--- src/rtl/evmon_pkg.sv ---
package evmon_pkg;
  localparam int NUM_CNT = 8;
  localparam int BUS_W   = 32;
  localparam int SEL_W   = 8;

  typedef struct packed {
    logic [NUM_CNT-1:0] cntWr;
    logic [NUM_CNT-1:0] cntInc;
    logic [NUM_CNT-1:0] ovfClr;
    logic [BUS_W-1:0]   wrData;
  } ctlStrobes_t;
endpackage

--- src/rtl/evmon_counter.sv ---
module evmon_counter
  import evmon_pkg::*;
#(
  parameter int CNT_W = 32
) (
  input  logic             clk,
  input  logic             rstN,
  input  logic             wrEn,
  input  logic             incEn,
  input  logic             clrFlag,
  input  logic [CNT_W-1:0] wrVal,
  output logic [CNT_W-1:0] count,
  output logic             ovf
);
  logic wrapNow;

  assign wrapNow = incEn && !wrEn && (count == '1);

  always_ff @(posedge clk or negedge rstN) begin
    if (!rstN) begin
      count <= '0;
    end else if (wrEn) begin
      count <= wrVal;
    end else if (incEn) begin
      count <= count + 1'b1;
    end
  end

  // set has priority over a simultaneous software clear
  always_ff @(posedge clk or negedge rstN) begin
    if (!rstN) begin
      ovf <= 1'b0;
    end else if (wrapNow) begin
      ovf <= 1'b1;
    end else if (clrFlag) begin
      ovf <= 1'b0;
    end
  end
endmodule

--- src/rtl/evmon_datapath.sv ---
module evmon_datapath
  import evmon_pkg::*;
#(
  parameter int CNT_W = 32
) (
  input  logic                          clk,
  input  logic                          rstN,
  input  ctlStrobes_t                   strb,
  output logic [NUM_CNT-1:0][CNT_W-1:0] cntVal,
  output logic [NUM_CNT-1:0]            ovfFlag
);
  for (genvar i = 0; i < NUM_CNT; i++) begin : g_cnt
    evmon_counter #(.CNT_W(CNT_W)) cnt_i (
      .clk     (clk),
      .rstN    (rstN),
      .wrEn    (strb.cntWr[i]),
      .incEn   (strb.cntInc[i]),
      .clrFlag (strb.ovfClr[i]),
      .wrVal   (strb.wrData[CNT_W-1:0]),
      .count   (cntVal[i]),
      .ovf     (ovfFlag[i])
    );
  end
endmodule

--- src/rtl/evmon_ctrl.sv ---
module evmon_ctrl
  import evmon_pkg::*;
#(
  parameter int CNT_W       = 32,
  parameter int EVENT_COUNT = 16
) (
  input  logic                          clk,
  input  logic                          rstN,
  input  logic                          busWrEn,
  input  logic [3:0]                    regSel,
  input  logic [BUS_W-1:0]              busWrData,
  output logic [BUS_W-1:0]              busRdData,
  input  logic [EVENT_COUNT-1:0]        eventIn,
  input  logic [NUM_CNT-1:0][CNT_W-1:0] cntVal,
  input  logic [NUM_CNT-1:0]            ovfFlag,
  output ctlStrobes_t                   strb,
  output logic                          globalEn,
  output logic [NUM_CNT-1:0]            intEn,
  output logic [NUM_CNT-1:0][SEL_W-1:0] selCode,
  output logic [NUM_CNT-1:0]            irqOut
);
  localparam int HALF     = NUM_CNT / 2;
  localparam int IE_LSB   = 8;
  localparam int OVF_LSB  = 16;
  localparam int CNT_BASE = 3;

  logic ctrlHit;
  logic selLoHit;
  logic selHiHit;

  assign ctrlHit  = busWrEn && (regSel == 4'd0);
  assign selLoHit = busWrEn && (regSel == 4'd1);
  assign selHiHit = busWrEn && (regSel == 4'd2);

  always_ff @(posedge clk or negedge rstN) begin
    if (!rstN) begin
      globalEn <= 1'b0;
      intEn    <= '0;
    end else if (ctrlHit) begin
      globalEn <= busWrData[0];
      intEn    <= busWrData[IE_LSB +: NUM_CNT];
    end
  end

  for (genvar i = 0; i < NUM_CNT; i++) begin : g_sel
    localparam int BYTE_POS = (i % HALF) * SEL_W;
    logic selWrite;
    logic codeValid;
    logic lineHit;

    if (i < HALF) begin : g_lo
      assign selWrite = selLoHit;
    end else begin : g_hi
      assign selWrite = selHiHit;
    end

    always_ff @(posedge clk or negedge rstN) begin
      if (!rstN) begin
        selCode[i] <= '0;
      end else if (selWrite) begin
        selCode[i] <= busWrData[BYTE_POS +: SEL_W];
      end
    end

    assign codeValid = (selCode[i] != '0) && (int'(selCode[i]) < EVENT_COUNT);

    always_comb begin
      lineHit = 1'b0;
      for (int e = 1; e < EVENT_COUNT; e++) begin
        if (int'(selCode[i]) == e) begin
          lineHit = eventIn[e];
        end
      end
    end

    assign strb.cntInc[i] = globalEn && codeValid && lineHit;
    assign strb.cntWr[i]  = busWrEn && (int'(regSel) == CNT_BASE + i);
  end

  assign strb.ovfClr = ctrlHit ? busWrData[OVF_LSB +: NUM_CNT] : '0;
  assign strb.wrData = busWrData;
  assign irqOut      = ovfFlag & intEn;

  always_comb begin
    busRdData = '0;
    case (regSel)
      4'd0: begin
        busRdData[0]                  = globalEn;
        busRdData[IE_LSB +: NUM_CNT]  = intEn;
        busRdData[OVF_LSB +: NUM_CNT] = ovfFlag;
      end
      4'd1: begin
        for (int j = 0; j < HALF; j++) busRdData[j*SEL_W +: SEL_W] = selCode[j];
      end
      4'd2: begin
        for (int j = 0; j < HALF; j++) busRdData[j*SEL_W +: SEL_W] = selCode[HALF + j];
      end
      default: begin
        for (int j = 0; j < NUM_CNT; j++) begin
          if (int'(regSel) == CNT_BASE + j) busRdData[CNT_W-1:0] = cntVal[j];
        end
      end
    endcase
  end
endmodule

--- src/rtl/evmon_bank.sv ---
module evmon_bank
  import evmon_pkg::*;
#(
  parameter int CNT_W       = 32,
  parameter int EVENT_COUNT = 16
) (
  input  logic                   clk,
  input  logic                   rstN,
  input  logic                   busWrEn,
  input  logic [3:0]             regSel,
  input  logic [BUS_W-1:0]       busWrData,
  output logic [BUS_W-1:0]       busRdData,
  input  logic [EVENT_COUNT-1:0] eventIn,
  output logic [NUM_CNT-1:0]     irqOut
);
  ctlStrobes_t                   strb;
  logic [NUM_CNT-1:0][CNT_W-1:0] cntVal;
  logic [NUM_CNT-1:0]            ovfFlag;
  logic                          globalEn;
  logic [NUM_CNT-1:0]            intEn;
  logic [NUM_CNT-1:0][SEL_W-1:0] selCode;

  evmon_ctrl #(.CNT_W(CNT_W), .EVENT_COUNT(EVENT_COUNT)) ctrl_i (
    .clk       (clk),
    .rstN      (rstN),
    .busWrEn   (busWrEn),
    .regSel    (regSel),
    .busWrData (busWrData),
    .busRdData (busRdData),
    .eventIn   (eventIn),
    .cntVal    (cntVal),
    .ovfFlag   (ovfFlag),
    .strb      (strb),
    .globalEn  (globalEn),
    .intEn     (intEn),
    .selCode   (selCode),
    .irqOut    (irqOut)
  );

  evmon_datapath #(.CNT_W(CNT_W)) dp_i (
    .clk     (clk),
    .rstN    (rstN),
    .strb    (strb),
    .cntVal  (cntVal),
    .ovfFlag (ovfFlag)
  );
endmodule

--- config.mk ---
export PLATFORM = sky130hd
export DESIGN_NAME = evmon_bank
export DESIGN_NICKNAME = d
export VERILOG_FILES = /design/src/rtl/evmon_pkg.sv /design/src/rtl/evmon_counter.sv /design/src/rtl/evmon_datapath.sv /design/src/rtl/evmon_ctrl.sv /design/src/rtl/evmon_bank.sv
export SDC_FILE = /design/constraint.sdc
export NUM_CORES = 1
export LEC_CHECK = 0
export BUFFER_PORTS_ARGS = -buffer_cell sky130_fd_sc_hd__buf_2
export CAP_MARGIN = 20
export CORE_MARGIN = 1.5
export CORE_UTILIZATION = 60
export CTS_CLUSTER_DIAMETER = 80
export CTS_CLUSTER_SIZE = 16
export DETAILED_ROUTE_END_ITERATION = 10
export PLACE_DENSITY = 0.84
export SKIP_LAST_GASP = 1
export SLEW_MARGIN = 20
export SYNTH_ARGS = -nofsm -noshare
export SYNTH_HDL_FRONTEND = slang
export SYNTH_HIERARCHICAL = 1
export SYNTH_SLANG_ARGS = --single-unit
--- constraint.sdc ---
create_clock -name clk -period 4.1 [get_ports clk]
set_clock_uncertainty 0.05 [all_clocks]
set_input_delay 0.41 -clock clk [delete_from_list [all_inputs] [get_ports clk]]
set_output_delay 0.41 -clock clk [all_outputs]
set_load 0.05 [all_outputs]
# Word level (Yosys, flattened, before mapping)
# Cells that the tools add are included.
# W data, S select, Z words.
[totals]
regBits = 337
in_bits = 55
output_inout_bits = 40
word_cells = 430
[op_classes]
n_addsub = 8
order_cmp = 8
n_eq_ne = 138
muxes = 165
n_bitwise = 1
reduce_logical = 84
[ops]
columns = ["cell", "n"]
rows = [
  ["$mux W32", 24],
  ["$eq A8 B5 Y1 const B", 64],
  ["$add A32 B1 Y32 const B", 8],
  ["$eq A32 B32 Y1 const B", 8],
  ["$eq A8 B4 Y1 const B", 32],
  ["$mux W1", 136],
  ["$eq A8 B3 Y1 const B", 16],
  ["$eq A8 B2 Y1 const B", 8],
  ["$lt A8 B5 Y1 const B", 8],
  ["$reduce_bool A8 Y1", 8],
  ["$logic_and A1 B1 Y1", 51],
  ["$pmux W16 S3", 1],
  ["$reduce_bool A2 Y1", 16],
  ["$eq A4 B4 Y1 const B", 7],
  ["$pmux W8 S3", 1],
  ["$pmux W7 S3", 1],
  ["$and A8 B8 Y8", 1],
  ["$logic_not A1 Y1", 8],
  ["$mux W8", 1],
  ["$eq A4 B1 Y1 const B", 1],
  ["$eq A4 B2 Y1 const B", 1],
  ["$eq A4 B3 Y1 const B", 1],
  ["$logic_not A4 Y1", 1],
  ["$pmux W1 S3", 1],
]

# Logic depth before layout (Yosys ltp)
# Gate-level depths: netlist of run 1.
[logic_depth]
word_depth = 20
ltp_mapped = 12
mapped_depth_nobuf = 10

# By module
# The synthesis of run 1 kept the hierarchy.
[by_module_without_submodules]
columns = ["mod", "n_inst", "cells_each", "area_per_inst_um2", "seq_area_each_um2"]
rows = [
  ["evmon_counter", 8, 199, 1863.0, 825.8],
  ["evmon_ctrl", 1, 916, 7726.2, 1826.8],
]

# Worst setup path before layout of run 1
# No wires, ideal clock.
[synth_timing]
path_kind = "input-to-reg"
start = "input eventIn[1]"
end = "register dp_i.g_cnt[2].cnt_i.count[26]"
arrival_time_ns = 2.713
required_ns = 3.967
setup_slack_ns = 1.254
cell_stages = 10
cell_sequence = "clkbuf_1 > a311oi_1 > o32a_1 > a2111oi_2 > clkbuf_8 > nand3_1 > nor4_1 > nand4_1 > xor2_1 > o21ai_0"
[synth_lines]
columns = ["item", "line", "rtl"]
rows = [
  ["start: declaration", "evmon_bank.sv:13", "input logic [EVENT_COUNT-1:0] eventIn,"],
  ["end signal: assignment", "evmon_counter.sv:23", "count <= wrVal;"],
  ["end signal: assignment", "evmon_counter.sv:25", "count <= count + 1'b1;"],
  ["end: declaration", "evmon_counter.sv:12", "output logic [CNT_W-1:0] count,"],
]

==> results.md, run 1 <==
* Worst Tran Pin Value at 0.900 ns
* Worst reg2reg startpoint: ctrl_i/selCode[16]
* Post-CTS Setup Inserts at 0
* CP Capture Type: register
* # hold bufs at CTS at 1
* Pwr Density at 448 nW/um^2
* Synth Net Count at 2571
* Max Cap Viol at 0
* TNS Setup at 0 ns
* Hold WC Path Type: in -> reg
* Multi-input logic area at 12700 um^2
* Fmax at 282 MHz
* Startpoint Class: register
* Syn Area/Cell at 9.02 um^2
* Hold Crit Endpoint: dp_i/g_cnt[5].cnt_i/count[4]
* CTS tree: yes
* Residual DRC at 0
* CP max FO at 12
* Most used flip-flop cell after synthesis: dfrtp_1
* Fin nets at 2569
* Largest net degree at the start of global routing at 104
* R2R cell count at 11
* Worst-skew pair later-pin latency at 0.57 ns
* Htree depth at 1
* First-pass GRT wire length at 120 mm
* Outcome: completed
* GRT overflow at 0
* Seq/Total Area, Yosys at 37.3%
* Fin cells at 3013
* Synth cell types at 80
* Post-synthesis xor/xnor area fraction at 9.60%
* Worst endpoint required time at 4.55 ns
* Vias at 20800
* Setup Viol. Count Final at 0
* Hold path cells at 3
* Antenna-violating nets left at 0
* Cells after DPL at 2981
* Sequential Area at 8430 um^2
* Synth Register Bits at 337
* Post-synth ARST share at 100%
* Gr usage total at 41.5%
* Die Wd at 197 um
* Critical path class: reg -> reg
* Total CTS buffers at 25
* Post-synth EDFFs at 0
* Vias in the first global route at 19200
* Final WL at 81.0 mm
* Minimum clock period at 3.54 ns
* Final Hold Fails at 0
* Layout area overhead at 4.96%
* Cell taking the most area after synthesis: dfrtp_1
* Port buffer count at 93
* RSZ-0062 raised after global routing: no
* R2R Path End: dp_i/g_cnt[2].cnt_i/count[26]
* Core Footprint at 36900 um^2
* Top-area cell type share of the netlist area at 37.3%
* IO Pins at 95
* Simple-Gate Fraction of Synth Area at 22.2%
* Hold wc startpoint: busWrData[4]
* Drt first pass iters at 6
* Lkg Pwr at 0.00890 uW
* VDD IR max at 0.000356 V
* Most frequent cells in the layout: nand2_1, dfrtp_1, o21ai_0
* Per-cell routed wire length at 26.9 um
* Clk sinks at 337
* Worst-path clk slew at 0.08 ns
* Post-Synthesis Cell Area at 22600 um^2
* Die area at 38900 um^2
* Ys Warns at 6
* Multiplexer area fraction after synthesis at 8.58%
* Slew headroom at 40.0%
* Routed vias/inst at 6.90
* Layout cells sized above 1 at 16.6%
* Core Rows at 70
* Syn Inst Count at 2508
* Starting Density at 61.4%
* Largest family of logic cells by synthesized area: simple AND/OR/NAND/NOR gates
* Slew Viols, Final at 0
* DRT iter0 DRCs at 3299
* Post-Synth Adder-Cell Area at 0.442%
* Die Y at 197 um
* PostCTS Resize Cnt at 0
* Maximum buffer depth of the clock tree at 3
* Root buffer cell: clkbuf_16
* Fin crit share at 86.4%
* Worst R2R Setup Slack at 0.56 ns
* HPWL Detailed at 57.2 mm
* Crit path DAT at 3.99 ns
* Most common cell after layout, fill and taps aside: nand2_1
* GP Congestion at 1.08
* Initial antenna violation count at 2
* Synth top area cells: dfrtp_1, nand2_1, o21ai_0
* Filler cell count at 3077
* Compound-Gate Fraction of Synth Area at 15.3%
## worst max-delay path: stages, from the launching register on
cell and delay, ns:
dfrtp_1 0.64, mux2i_1 0.16, nor2_1 0.11, a311oi_1 0.06, o32a_1 0.37, a2111oi_2 0.32, buf_4 0.24, nand3_1 0.27
nor4_1 0.74, nand4_1 0.19, xor2_1 0.17, o21ai_0 0.13
## per-stage QoR
stage / hold WS, ns / area [um^2] / setup WS, ns / power (uW) / util (%)
finish: 0.254 / 23800 / 0.557 / 10600 / 64.4
global placement: 0.450 / 23000 / 0.656 / 7930 / 62.4
global route: 0.246 / 23800 / 0.204 / 11000 / 64.4
floorplan: 0.0644 / 22600 / 1.25 / 7000 / -
CTS: 0.217 / 23700 / 0.605 / 10500 / 64.4
detailed placement: 0.457 / 23000 / 0.622 / 8100 / 62.5
## flip-flops by register name (all words and copies together) (netlist names)
signal / cells
ctrl_i/globalEn: 1
ctrl_i/intEn: 8
dp_i/g_cnt.cnt_i/count: 256
dp_i/g_cnt.cnt_i/ovf: 8
ctrl_i/selCode: 64
## worst max path at each step
stage,slack (ns),cells after the start,to,start
4_1_cts,0.60,10,dp_i/g_cnt[2].cnt_i/count[26],ctrl_i/selCode[16]
6_report,0.56,11,dp_i/g_cnt[2].cnt_i/count[26],ctrl_i/selCode[16]
2_1_floorplan,1.25,10,dp_i/g_cnt[2].cnt_i/count[26],eventIn[1]
3_5_place_dp,0.62,10,dp_i/g_cnt[2].cnt_i/count[30],ctrl_i/selCode[16]
5_1_grt,0.20,11,dp_i/g_cnt[2].cnt_i/count[28],ctrl_i/selCode[16]
3_3_place_gp,0.66,10,dp_i/g_cnt[2].cnt_i/count[26],ctrl_i/selCode[16]
## area by class of cell
type	count	area share, %
Tap cell	504	2.65
Clock inverter	2	0.163
Inverter	28	0.442
Sequential cell	337	35.5
Antenna cell	1	0.0105
Multi-Input combinational cell	1948	53.6
Clock buffer	27	2.75
Timing Repair Buffer	166	4.87
## logic make-up (layout without fill, tap and decap cells)
| logic type | after synthesis | after routing |
|---|---|---|
| compound gates | 556 | 556 |
| fa+ha+maj | 8 | 8 |
| buf+inv | 223 | 223 |
| flops | 337 | 337 |
| xor+xnor | 248 | 248 |
| other cells | 0 | 1 |
| simple gates | 963 | 963 |
| mux | 173 | 173 |
## routing by layer
layer / part of all wire [%] / GRT usage (%) / wire, um / vias to the layer above
li1: - / - / - / 8960
met1: 38 / 57.4 / 30500 / 9990
met2: 42 / 59.8 / 33600 / 1552
met3: 14 / 9.01 / 11200 / 274
met4: 7.0 / 25.0 / 5640 / 2
met5: 0.016 / 0 / 13 / -
## synthesized netlist by cell type (10+ instances only)
cell type	number
a2111oi_2	11
clkbuf_1	50
nand2_1	381
clkdlybuf4s50_2	16
xor2_1	144
and2_1	18
nor4_2	24
o211a_1	10
buf_4	54
o21ai_0	277
a22oi_1	29
clkbuf_8	16
a21oi_1	55
nor3_1	44
mux2i_1	68
o21ai_2	16
nor2_1	133
dfrtp_1	337
xnor2_1	104
a221o_1	11
nand3_1	113
nor2b_1	22
and3_1	35
o22ai_1	40
o221ai_1	12
inv_1	26
mux2_2	95
nand4_1	62
buf_6	15
o21ai_1	25
buf_2	35
nor4_1	42
## report_power, final
group          switching, uW  total, uW  leakage (uW)  internal, uW
clock network           1250       2440      0.000341          1190
registers               1310       5400       0.00423          4090
logic                   1620       2800       0.00433          1190
total                   4170      10600       0.00890          6470
No activity file was read; power rests on OpenSTA's default activity.
==> inputs of run 2 (changes only) <==
Settings changed: CORE_MARGIN 1.5 to default, PLACE_DENSITY 0.84 to 0.78.
==> run 2 against run 1 <==
- cell area fell by 0.17%
- combinational power barely moved
- count of clock-buffer cells in the layout rose by 2
- clock power rose by 7%
- non-clock buffer count fell by 11
- sequential share of layout area rose by 0.060 points
- global-route usage rose by 1.2 points
- worst hold slack got worse by 0.0033 ns
- largest cell class unchanged
- largest power group unchanged
==> results.md, run 2 (synthesis gave the netlist of run 1 again) <==
* CP Capture Type: primary output
* RSZ-0062 raised after global routing: no
* Hold WC Path Type: in -> reg
* Die Wd at 196 um (-0.51%)
* Htree depth at 1 (unchanged)
* Crit-path slowest cell: a2111oi_0
* Worst endpoint required time at 3.64 ns (-0.91 ns)
* Worst Tran Pin Value at 1.12 ns (+0.217 ns)
* Routed vias/inst at 6.76 (-2.0%)
* Fin crit share at 88.6% (+2.1 points)
* Initial antenna violation count at 2 (unchanged)
* First-pass GRT wire length at 121 mm (+0.87%)
* Top flop regs: dp_i/g_cnt.cnt_i/count (256), ctrl_i/selCode (64)
* Post-CTS Setup Inserts at 0 (unchanged)
* Outcome: completed
* Gr usage total at 42.7% (+1.2 points)
* Most common cell after layout, fill and taps aside: nand2_1
* Crit path max-delay family: compound AO/OA/AOI/OAI gates
* GP Congestion at 0.993 (-7.7%)
* Per-cell routed wire length at 27.5 um (+2.3%)
* Final Hold Fails at 0 (unchanged)
* DRT iter0 DRCs at 2989 (-9.4%)
* PostCTS Resize Cnt at 0 (unchanged)
* Antenna-violating nets left at 0 (unchanged)
* Residual DRC at 0 (unchanged)
* Combinational share of power at 25.8% (-0.6 points)
* VDD IR max at 0.000335 V (-5.9%)
* Setup Viol. Count Final at 0 (unchanged)
* Max reg flops at 256 (unchanged)
* Slew headroom at 23.6% (-16 points)
* Worst-skew pair later-pin latency at 0.58 ns (about the same)
* TNS Setup at 0 ns (unchanged)
* Crit path DAT at 3.17 ns (-0.82 ns)
* Total CTS buffers at 26 (+4.0%)
* Root buffer cell: clkbuf_16
* Clk pwr share at 24.2% (+1.3 points)
* HPWL Detailed at 57.7 mm (+0.96%)
* Core Util, Final at 64.3% (-0.11 points)
* Max stage delay on crit path at 0.98 ns (+0.24 ns)
* Fin nets at 2559 (-0.39%)
* Layout cells sized above 1 at 16.5% (-0.17 points)
* Most flops, register: dp_i/g_cnt.cnt_i/count
* Most frequent cells in the layout: nand2_1, dfrtp_1, o21ai_0
* Max Cap Viol at 0 (unchanged)
* Core Footprint at 36900 um^2 (unchanged)
* Psw at 4200 uW (+0.67%)
* Crit-path cells: buf_4 > buf_4 > nor2b_1 > o21ai_0 > a221oi_1 > a2111oi_0 > a21oi_1 > buf_2
* Core Rows at 70 (unchanged)
* Drt first pass iters at 6 (unchanged)
* CTS tree: yes
* Port buffer count at 93 (unchanged)
* GRT overflow at 0 (unchanged)
* Final WL at 82.7 mm (+2.2%)
* Vias in the first global route at 18500 (-3.6%)
* Layout area overhead at 4.79%
* Lkg Pwr at 0.00889 uW (about the same)
* Maximum buffer depth of the clock tree at 3 (unchanged)
* Fmax at 275 MHz (-2.4%)
* Die area at 38500 um^2 (-1.0%)
* Most common cell on crit path: buf_4
* Pwr Density at 456 nW/um^2 (+1.7%)
* Critical path class: in -> out
* Starting Density at 61.4% (unchanged)
* Clk sinks at 337 (unchanged)
* Minimum clock period at 3.63 ns (+0.0880 ns)
* Die Y at 196 um (-0.51%)
* Sw frac at 38.9% (-0.33 points)
* IO Pins at 95 (unchanged)
* Bufs and invs on worst path at 3 (+2)
* Vias at 20300 (-2.1%)
* CP max FO at 35 (+23)
* Filler cell count at 3084 (+0.23%)
* Sequential Area at 8430 um^2 (unchanged)
* Largest net degree at the start of global routing at 178 (+71%)
* # hold bufs at CTS at 1 (unchanged)
* Startpoint Class: primary input
* Seq pwr share at 50.0% (-0.8 points)
* Internal at 6600 uW (+2.1%)
* Worst-path clk slew at 0.07 ns (about the same)
* Multi-input logic area at 12700 um^2 (unchanged)
* Slew Viols, Final at 0 (unchanged)
==> run 2: cell type report <==
cell class                      instances  share of cell area (%)
Multi-Input combinational cell       1948                    53.7
Sequential cell                       337                    35.6
Timing Repair Buffer                  155                    4.29
Clock buffer                           29                    2.97
Tap cell                              504                    2.66
Inverter                               28                   0.443
Clock inverter                          6                   0.364
Antenna cell                            1                  0.0106
==> run 2: worst reg2reg max path, stage by stage (launching register included) <==
cell	delay, ns
dfrtp_1	0.40
nor4_1	0.56
nand2_1	0.11
a311o_1	0.28
a31oi_1	0.16
buf_4	0.24
nand3_1	0.28
nor4_1	0.79
nand3_1	0.21
xor2_1	0.19
o21ai_0	0.19
==> run 2: per-stage QoR <==
step	power [uW]	hold WS [ns]	worst slack (ns)	area, um^2	cells
5_1_grt	11200	0.239	0.291	23700	3008
4_1_cts	10700	0.218	0.655	23700	3006
3_3_place_gp	7970	0.266	0.685	22900	2970
3_5_place_dp	8100	0.263	0.658	22900	2970
2_1_floorplan	7000	0.0644	1.25	22600	2508
6_report	10800	0.251	0.469	23700	3008
==> run 2: worst paths after layout <==
path	from	end	slack, ns	cells after the start
hold reg to reg	ctrl_i/intEn[2]	ctrl_i/intEn[2]	0.47	1
setup / recovery	regSel[0]	busRdData[9]	0.47	8
min in group asynchronous	rstN	dp_i/g_cnt[2].cnt_i/count[9]	0.26	2
hold / removal	busWrData[1]	dp_i/g_cnt[7].cnt_i/count[1]	0.25	3
setup reg to reg	ctrl_i/selCode[14]	dp_i/g_cnt[1].cnt_i/count[28]	0.56	10
max in group asynchronous	rstN	dp_i/g_cnt[7].cnt_i/count[22]	2.41	4
==> run 2: power by group through the flow <==
stage | sequential, uW | clock (uW) | combinational, uW
after detailed placement | 5400 | 0 | 2690
final | 5410 | 2620 | 2780
after floorplan | 4900 | 0 | 2100
after CTS | 5360 | 2640 | 2710
after global routing | 5500 | 2740 | 2970
after global placement | 5360 | 0 | 2610
==> run 2: routing by layer <==
layer | global-route usage, % | vias to the layer above | wire (um)
li1 | - | 8918 | -
met1 | 59.7 | 9838 | 32200
met2 | 62.2 | 1345 | 34800
met3 | 8.13 | 238 | 10100
met4 | 24.5 | 0 | 5550
met5 | 0 | - | 0
